$ cat src/rtl/sram_xp_pkg.sv
package sram_xp_pkg;

    localparam int DATA_W    = 8;
    localparam int SEL_W     = 3;
    localparam int ADDR_W    = 19;
    localparam int NUM_CODES = 1 << SEL_W;
    localparam int NUM_LATCH = (ADDR_W + DATA_W - 1) / DATA_W;
    localparam int NUM_STRB  = NUM_CODES - NUM_LATCH;
    localparam int STRB_BASE = NUM_LATCH;

    typedef logic [DATA_W-1:0]   byte_t;
    typedef logic [SEL_W-1:0]    sel_t;
    typedef logic [ADDR_W-1:0]   addr_t;
    typedef logic [NUM_LATCH-1:0] load_vec_t;
    typedef logic [NUM_STRB-1:0] strb_vec_t;

    typedef struct packed {
        logic  active;
        sel_t  code;
        byte_t data;
    } host_req_t;

    // Width of the latch that owns address slice idx.
    function automatic int latch_width(input int idx);
        int rem;
        rem = ADDR_W - idx * DATA_W;
        return (rem < DATA_W) ? rem : DATA_W;
    endfunction

    function automatic int latch_lsb(input int idx);
        return idx * DATA_W;
    endfunction

endpackage

$ cat src/rtl/sel_decode.sv
module sel_decode
    import sram_xp_pkg::*;
(
    input  host_req_t req,
    output load_vec_t load_en,
    output strb_vec_t strobe_req
);

    for (genvar i = 0; i < NUM_LATCH; i++) begin : g_load
        assign load_en[i] = req.active && (req.code == sel_t'(i));
    end

    for (genvar j = 0; j < NUM_STRB; j++) begin : g_strb
        assign strobe_req[j] = req.active && (req.code == sel_t'(j + STRB_BASE));
    end

endmodule

$ cat src/rtl/byte_latch.sv
module byte_latch #(
    parameter int W = 8
) (
    input  logic         clk,
    input  logic         rst,
    input  logic         en,
    input  logic [W-1:0] d,
    output logic [W-1:0] q
);

    always_ff @(posedge clk) begin
        if (rst)
            q <= '0;
        else if (en)
            q <= d;
    end

    AST_LATCH_HOLD: assert property (@(posedge clk) disable iff (rst)
        !en |=> $stable(q)) else $error("latch changed without enable");

    AST_LATCH_LOAD: assert property (@(posedge clk) disable iff (rst)
        en |=> (q == $past(d))) else $error("latch missed load");

endmodule

$ cat src/rtl/strobe_drive.sv
module strobe_drive
    import sram_xp_pkg::*;
(
    input  logic      rst,
    input  strb_vec_t strobe_req,
    output strb_vec_t strobe_n
);

    always_comb begin
        if (rst)
            strobe_n = '1;
        else
            strobe_n = ~strobe_req;
    end

endmodule

$ cat src/rtl/sram_addr_expander.sv
module sram_addr_expander
    import sram_xp_pkg::*;
(
    input  logic              clk,
    input  logic              rst,
    input  logic              host_cs_n,
    input  logic [SEL_W-1:0]  host_sel,
    input  logic [DATA_W-1:0] host_data,
    output logic [ADDR_W-1:0] sram_addr,
    output logic [NUM_STRB-1:0] xp_strobe_n
);

    host_req_t req;
    load_vec_t load_en;
    strb_vec_t strobe_req;

    assign req.active = ~host_cs_n;
    assign req.code   = host_sel;
    assign req.data   = host_data;

    sel_decode u_dec (
        .req        (req),
        .load_en    (load_en),
        .strobe_req (strobe_req)
    );

    for (genvar g = 0; g < NUM_LATCH; g++) begin : g_latch
        localparam int LW  = latch_width(g);
        localparam int LSB = latch_lsb(g);
        byte_latch #(.W(LW)) u_lat (
            .clk (clk),
            .rst (rst),
            .en  (load_en[g]),
            .d   (req.data[LW-1:0]),
            .q   (sram_addr[LSB +: LW])
        );
    end

    strobe_drive u_drv (
        .rst        (rst),
        .strobe_req (strobe_req),
        .strobe_n   (xp_strobe_n)
    );

    AST_RESET_CLEAR: assert property (@(posedge clk)
        rst |=> (sram_addr == '0)) else $error("reset did not clear");

    AST_LOAD_LOW: assert property (@(posedge clk) disable iff (rst)
        (!host_cs_n && host_sel == 3'd0) |=>
        (sram_addr[7:0] == $past(host_data)) && (sram_addr[18:8] == $past(sram_addr[18:8])))
        else $error("low byte load wrong");

    AST_LOAD_MID: assert property (@(posedge clk) disable iff (rst)
        (!host_cs_n && host_sel == 3'd1) |=>
        (sram_addr[15:8] == $past(host_data)) && (sram_addr[7:0] == $past(sram_addr[7:0])))
        else $error("middle byte load wrong");

    AST_LOAD_TOP: assert property (@(posedge clk) disable iff (rst)
        (!host_cs_n && host_sel == 3'd2) |=>
        (sram_addr[18:16] == $past(host_data[2:0])) && (sram_addr[15:0] == $past(sram_addr[15:0])))
        else $error("top bits load wrong");

    AST_HOLD_DESELECT: assert property (@(posedge clk) disable iff (rst)
        host_cs_n |=> $stable(sram_addr)) else $error("address moved while deselected");

    AST_STROBE_FIRST: assert property (@(posedge clk) disable iff (rst)
        (!host_cs_n && host_sel == 3'd3) |-> !xp_strobe_n[0]) else $error("strobe 0 missing");

    AST_STROBE_ONEHOT: assert property (@(posedge clk) disable iff (rst)
        $onehot0(~xp_strobe_n)) else $error("several strobes low");

    AST_STROBE_IDLE: assert property (@(posedge clk) disable iff (rst)
        (host_cs_n || host_sel < 3'd3) |-> (&xp_strobe_n)) else $error("strobe low while idle");

    AST_HOLD_EXPANSION: assert property (@(posedge clk) disable iff (rst)
        (!host_cs_n && host_sel >= 3'd3) |=> $stable(sram_addr)) else $error("strobe cycle moved address");

endmodule

$ cat config.mk
export PLATFORM = sky130hd
export DESIGN_NAME = sram_addr_expander
export DESIGN_NICKNAME = d
export VERILOG_FILES = /design/src/rtl/sram_xp_pkg.sv /design/src/rtl/sel_decode.sv /design/src/rtl/byte_latch.sv /design/src/rtl/strobe_drive.sv /design/src/rtl/sram_addr_expander.sv
export SDC_FILE = /design/constraint.sdc
export NUM_CORES = 1
export LEC_CHECK = 0
export BUFFER_PORTS_ARGS = -buffer_cell sky130_fd_sc_hd__buf_2
export CORE_MARGIN = 5
export CORE_UTILIZATION = 49
export CTS_CLUSTER_DIAMETER = 100
export DETAILED_ROUTE_END_ITERATION = 7
export PLACE_DENSITY_LB_ADDON = 0.12
export REMOVE_ABC_BUFFERS = 1
export SLEW_MARGIN = 20
export SYNTH_ARGS = -nofsm -noshare
export SYNTH_HDL_FRONTEND = slang
export SYNTH_SLANG_ARGS = --single-unit
$ cat constraint.sdc
create_clock -name clk -period 2.7 [get_ports clk]
set_clock_uncertainty 0.05 [all_clocks]
set_input_delay 0 -clock clk [delete_from_list [all_inputs] [get_ports clk]]
set_output_delay 0 -clock clk [all_outputs]
set_load 0.05 [all_outputs]
==> impl_results.md, run 1 <==
* Depth of the worst register-to-register path at 2
* TritonCTS clock tree: built
* Data required time at the worst endpoint at about 2.7 ns
* Count of max-cap constraint violations at 0
* Fraction of synthesis flops using an asynchronous set or reset pin at 0%
* Number of setup violations in the final report at 0
* Hold worst-path end: g_latch[0].u_lat.q[3]
* Reg with most FFs: g_latch.u_lat.q
* Largest fanout of any net on the critical path at 29
* Start point of the critical path: rst
* Proportion of layout cells with a drive suffix above 1 at 34.1%
* Number of placed I/O pins at 38
* Number of search-and-repair iterations in the first detailed-routing pass at 4
* Leak Pwr at around 0.57 nW
* Yosys warning total at 0
* Leading cell types by total area after synthesis: dfxtp_1, mux2i_1, nand2b_1
* HPWL Detailed at between 1000 and 1500 um
* Most frequent cells after synthesis: nand2b_1, dfxtp_1, mux2i_1
* H-tree depth at 1
* Filler-free cell count of the finished design at around 150
* Upper clock frequency limit at ~960 MHz
* Area growth, synth to finish at 31.4%
* Synthesized flop and latch total at 19
* EDFF count, synth at 0
* Cell area after layout at roughly 1200 um2
* Fillcell total at 171
* Count of pins over their slew limit at 0
* Overall fraction of global-route tracks in use at about 16%
* Full die area at 2760 um2
* Count of cell types in the netlist at 17
* Part of the Yosys area used for sequential elements at between 40% and 50%
* DR DRC count at 0
* Run status: finished, final reports clean
* Residual overflow from global routing at 0
* Number of antenna violations at the first check in global routing at 0
* Wirelength per Cell at ~13 um
* Postcts setup bufs at 0
* Final setup slack of the worst path at 1.65 ns
* Capturing element type of the critical path: primary output
* Worst R2R End: g_latch[0].u_lat.q[5]
* IR Drop Worst-Case VDD at around 0.00026 V
* Final weighted congestion in routability-driven placement at 0.725
* Core Rows at 15
* Portion of synthesized cell area occupied by the leading cell type at roughly 43%
* Placed standard-cell area at 1050 um2
* Number of global-route vias before repair at 740
* Worst setup SP type: input pin
* Hold slack final at ~0.046 ns
* Total CTS buffers at 3
* Flop2flop setup slack at roughly 2.0 ns
* Headroom to the max-slew limit at between 50% and 60%
* Number of clock sinks at 19
* Unrepaired setup endpoints after global routing: false
* Data arrival at the endpoint of the critical path at 1.00 ns
* Antenna diode count at 0
* Minimum setup slack after placement at 1.54 ns
* Relative contribution of combinational cells to total power at roughly 17%
* Average instance area after synthesis at between 10 and 15 um2
* Synthesized instance count at 84
* Max FFs per register at 19
* Clk pwr share at roughly 28%
* Die span in y at about 52 um
* Skew-Pair Late Insertion Delay at ~0.29 ns
* Category of the critical setup timing path: in2out
* Cell area after technology mapping at 885 um2
* Hold Path Depth at 3
* X dimension of the die at 52.5 um
* Via total after detailed routing at between 700 and 800
* Net switching component of the power at between 0.1 and 0.15 mW
* Cell count after placement at around 140
* Clock Tree Root: clkbuf_4
* Slew at the pin closest to its max-slew limit at 0.618 ns
* P per Cell Area at 450 nW/um2
* Total Nets Final at 141
* Aggregate routed wire length at roughly 2000 um
* Max Buffers Root-to-Sink at 2
* Final Critical Period at between 1 and 1.5 ns
* Registers with the most flip-flops: g_latch.u_lat.q (19)
* DR iter-0 viols at 12
* Final Hold Vio Count at 0
* Clock transition at path regs at around 0.11 ns
* Biggest area consumer among synthesized cells: dfxtp_1
* Int Power at 0.377 mW
* Post-route clock period utilization at between 30% and 40%
* Hold crit path type: in2reg
* Share of power burned in registers at 55.3%
* Placeable core region at 1730 um2
* Sum of negative setup slack at 0 ns
* Most frequent cell after synthesis: nand2b_1
* Number of port buffers at 37
* First-pass GRT wire length at ~3200 um
* Dominant synthesized flop cell: dfxtp_1
* Effective utilization at floorplan at between 50 and 60%
* Switching Share at 27.9%
* Remaining antenna violation count after routing at 0
* Launch point of the worst reg-to-reg path: g_latch[0].u_lat.q[5]
* Launch point of the worst hold path: host_sel[2]
* Vias per cell at about 4.9
* Maximum number of pins on one net before global-route repair at 30
-- placed cells by master, fill, tap and decap left out --
cell type	n
or4_1	2
dlygate4sd3_1	8
or4b_1	1
nand2_1	2
nor2_1	1
nand3_1	1
buf_2	37
nand3b_1	2
clkbuf_4	3
or4b_4	1
mux2i_1	19
clkinv_2	1
nor4_4	1
dfxtp_1	19
nand2b_1	27
nor3b_1	1
-- worst max-delay path by stage --
stage / end / slack [ns] / cells past startpoint
5_1_grt: xp_strobe_n[3] / 1.55 / 4
3_5_place_dp: g_latch[0].u_lat.q[5] / 1.54 / 3
2_1_floorplan: g_latch[0].u_lat.q[2] / 1.76 / 2
6_report: xp_strobe_n[3] / 1.65 / 4
3_3_place_gp: g_latch[0].u_lat.q[4] / 1.56 / 3
4_1_cts: xp_strobe_n[3] / 1.64 / 4
-- cell families (layout without fill, tap and decap cells) --
group / after synthesis / in the layout / share of synthesized area, %
simple gates: 39 / 39 / 30.3
mux: 19 / 19 / 21.5
flops: 19 / 19 / 43.0
buf+inv: 7 / 49 / 5.23
-- cell type report --
cell class / count / area, um2 / share of cell area, %
clock buffers: 3 / 22.5 / 1.94
clock inverters: 1 / 5.00 / 0.431
multi-input cells: 58 / 458 / 39.4
flip-flops and latches: 19 / 380 / 32.7
well taps: 25 / 31.3 / 2.69
repair buffers: 45 / 265 / 22.8
-- critical path, cell delays in order --
cell	delay (ns)
buf_2	0.22
nor3b_1	0.42
nand3b_1	0.12
buf_2	0.23
-- per-stage QoR --
stage / utilization [%] / power [mW]
finish: 67.3 / 0.523
global route: 67.3 / 0.552
CTS: 67.3 / 0.531
detailed placement: 61.1 / 0.376
global placement: 61.1 / 0.374
floorplan: - / 0.346
-- layer usage --
layer	part of all wire, %	vias up	wire length, um	global-route usage (%)
met3	5.3	2	106	3.70
met2	53	20	1060	30.8
met5	0	-	0	0
li1	-	366	-	-
met4	0.50	0	10	7.66
met1	41	346	837	16.3
-- timing repair --
action	in CTS	in global routing
resized for setup	0	0
endpoints found under the setup margin	0	0
hold endpoints to repair	19	0
hold buffers	8	0
-- power by group through the flow --
stage / Combinational, mW / Sequential (mW) / Clock [mW]
2_1_floorplan: 0.0291 / 0.317 / 0
3_3_place_gp: 0.0786 / 0.295 / 0
3_5_place_dp: 0.0805 / 0.296 / 0
4_1_cts: 0.0896 / 0.289 / 0.152
5_1_grt: 0.0958 / 0.290 / 0.166
6_report: 0.0899 / 0.289 / 0.144
No activity file was read; power rests on OpenSTA's default activity.
==> run 2, diff against run 1 <==
--- a/config.mk
+++ b/config.mk
@@ -6,8 +6,9 @@
 export NUM_CORES = 1
 export LEC_CHECK = 0
 export BUFFER_PORTS_ARGS = -buffer_cell sky130_fd_sc_hd__buf_2
+export CORE_ASPECT_RATIO = 1.5
 export CORE_MARGIN = 5
-export CORE_UTILIZATION = 49
+export CORE_UTILIZATION = 41
 export CTS_CLUSTER_DIAMETER = 100
 export DETAILED_ROUTE_END_ITERATION = 7
 export PLACE_DENSITY_LB_ADDON = 0.12
==> constraint.sdc (replaced) <==
create_clock -name clk -period 0.9 [get_ports clk]
set_clock_uncertainty 0.05 [all_clocks]
set_input_delay 0 -clock clk [delete_from_list [all_inputs] [get_ports clk]]
set_output_delay 0 -clock clk [all_outputs]
set_load 0.05 [all_outputs]
==> impl_results.md, run 2 (synthesized netlist as in run 1, its figures left out) <==
* Slew at the pin closest to its max-slew limit at 0.177 ns
* Worst setup SP type: input pin
* Number of placed I/O pins at 38
* Commonest non-fill, non-tap cell in the layout: nand2b_1
* Number of search-and-repair iterations in the first detailed-routing pass at 4
* Residual overflow from global routing at 0
* Biggest cell delay along the critical path at 0.53 ns
* Start point of the critical path: host_cs_n
* Final Hold Vio Count at 0
* Run status: finished, final reports clean
* Core Rows at 20
* Die span in y at roughly 67 um
* Most frequent cells in the layout: nand2b_1, mux2i_1, buf_6
* Overall fraction of global-route tracks in use at about 14%
* DR iter-0 viols at 4
* Proportion of layout cells with a drive suffix above 1 at a little over half
* Total CTS buffers at 3
* Skew-Pair Late Insertion Delay at about 0.28 ns
* Worst R2R End: g_latch[1].u_lat.q[5]
* Category of the critical setup timing path: in2out
* Clock transition at path regs at 0.10 ns
* Effective utilization at floorplan at a little over two fifths
* Launch point of the worst hold path: rst
* Post-route clock period utilization at a little over nine tenths
* Clock Tree Root: clkbuf_4
* Upper clock frequency limit at ~1100 MHz
* Count of pins over their slew limit at 0
* Number of antenna violations at the first check in global routing at 0
* Capturing element type of the critical path: primary output
* Number of setup violations in the final report at 0
* Final weighted congestion in routability-driven placement at roughly 0.76
* Leak Pwr at 0.649 nW
* Antenna diode count at 0
* Number of clock sinks at 19
* Data required time at the worst endpoint at between 0.8 and 0.9 ns
* Hold slack final at approximately 0.026 ns
* Data arrival at the endpoint of the critical path at slightly above 0.8 ns
* Aggregate routed wire length at roughly 2000 um
* P per Cell Area at between 1000 and 1500 nW/um2
* Largest fanout of any net on the critical path at 6
* HPWL Detailed at ~1400 um
* Vias per cell at 4.76
* Wirelength per Cell at approximately 13 um
* Hold worst-path end: g_latch[2].u_lat.q[0]
* Placeable core region at between 2000 and 2500 um2
* Count of max-cap constraint violations at 0
* Full die area at 3210 um2
* Sum of negative setup slack at 0 ns
* Number of port buffers at 37
* Via total after detailed routing at around 740
* Hold crit path type: in2reg
* H-tree depth at 1
* Flop2flop setup slack at 0.16 ns
* CP Cell Sequence: buf_2, or4_4, buf_6
* First-pass GRT wire length at about 3200 um
* Depth of the worst register-to-register path at 3
* Standard cell with the maximum stage delay on the critical path: or4_4
* Total Nets Final at 149
* Unrepaired setup endpoints after global routing: true
* Final Critical Period at 0.876 ns
* X dimension of the die at ~48 um
* Headroom to the max-slew limit at roughly nine tenths
* Number of global-route vias before repair at approximately 700
* DR DRC count at 0
* Reg with most FFs: g_latch.u_lat.q
* IR Drop Worst-Case VDD at 0.000934 V
* Max FFs per register at 19
* Max Buffers Root-to-Sink at 2
* Area growth, synth to finish at 57.3%
* TritonCTS clock tree: built
* Hold Path Depth at 3
* Maximum number of pins on one net before global-route repair at 27
* Launch point of the worst reg-to-reg path: g_latch[1].u_lat.q[5]
* Remaining antenna violation count after routing at 0
* Registers with the most flip-flops: g_latch.u_lat.q (19)
-- run 2: cell types whose count changed in the layout (fill, tap and decap cells not counted), sizes merged --
| cell | before | now |
|---|---|---|
| clkbuf | 3 | 4 |
| buf | 37 | 44 |
-- run 2: power by group --
group | leakage, nW | internal, mW | total (mW) | switching [mW]
Sequential | 0.162 | 0.862 | 0.875 | 0.0132
Combinational | 0.469 | 0.152 | 0.319 | 0.167
Clock | 0.0177 | 0.165 | 0.414 | 0.249
-- run 2: timing repair --
| item | in CTS | in global routing |
|---|---|---|
| hold buffers | 8 | 0 |
| pin swaps | 0 | 0 |
| setup endpoints to repair | 23 | 23 |
| buffers inserted | 0 | 1 |
| gates resized for setup | 37 | 28 |
| hold endpoints to repair | 19 | 0 |
-- run 2: area by class of cell --
type | count | area (um2)
flip-flops and latches | 19 | 402
clock buffers | 3 | 22.5
fillers | 174 | 661
multi-input cells | 58 | 467
clock inverters | 1 | 5.00
well taps | 22 | 27.5
repair buffers | 53 | 468
-- run 2: worst max path at each step --
stage          depth (start not counted)                    end
5_1_grt                                1          sram_addr[14]
2_1_floorplan                          2  g_latch[0].u_lat.q[2]
3_5_place_dp                           3  g_latch[1].u_lat.q[1]
4_1_cts                                1           sram_addr[4]
3_3_place_gp                           3  g_latch[1].u_lat.q[3]
6_report                               3         xp_strobe_n[0]
-- run 2: routing by layer --
layer,GRT usage (%),share of wire (%),vias up,wire length (um)
met4,6.06,1.0,0,20
met3,4.05,8.4,2,167
li1,-,-,378,-
met5,0,0,-,0
met1,16.8,40,337,783
met2,21.9,51,26,1010
-- run 2: stage by stage --
stage	instance area, um2	worst slack [ns]	total power [mW]	std cells	utilization, %
detailed placement	1100	-0.200	1.15	143	53.8
CTS	1320	0.00101	1.62	155	64.4
floorplan	838	-0.0384	1.04	77	-
finish	1390	0.0236	1.61	156	67.8
global route	1390	-0.00484	1.70	156	67.8
global placement	1100	-0.189	1.14	143	53.8
-- run 2: critical path: cells and delay by family --
kind          cells  cell delay [ns]
buf+inv           2             0.30
simple gates      1             0.53
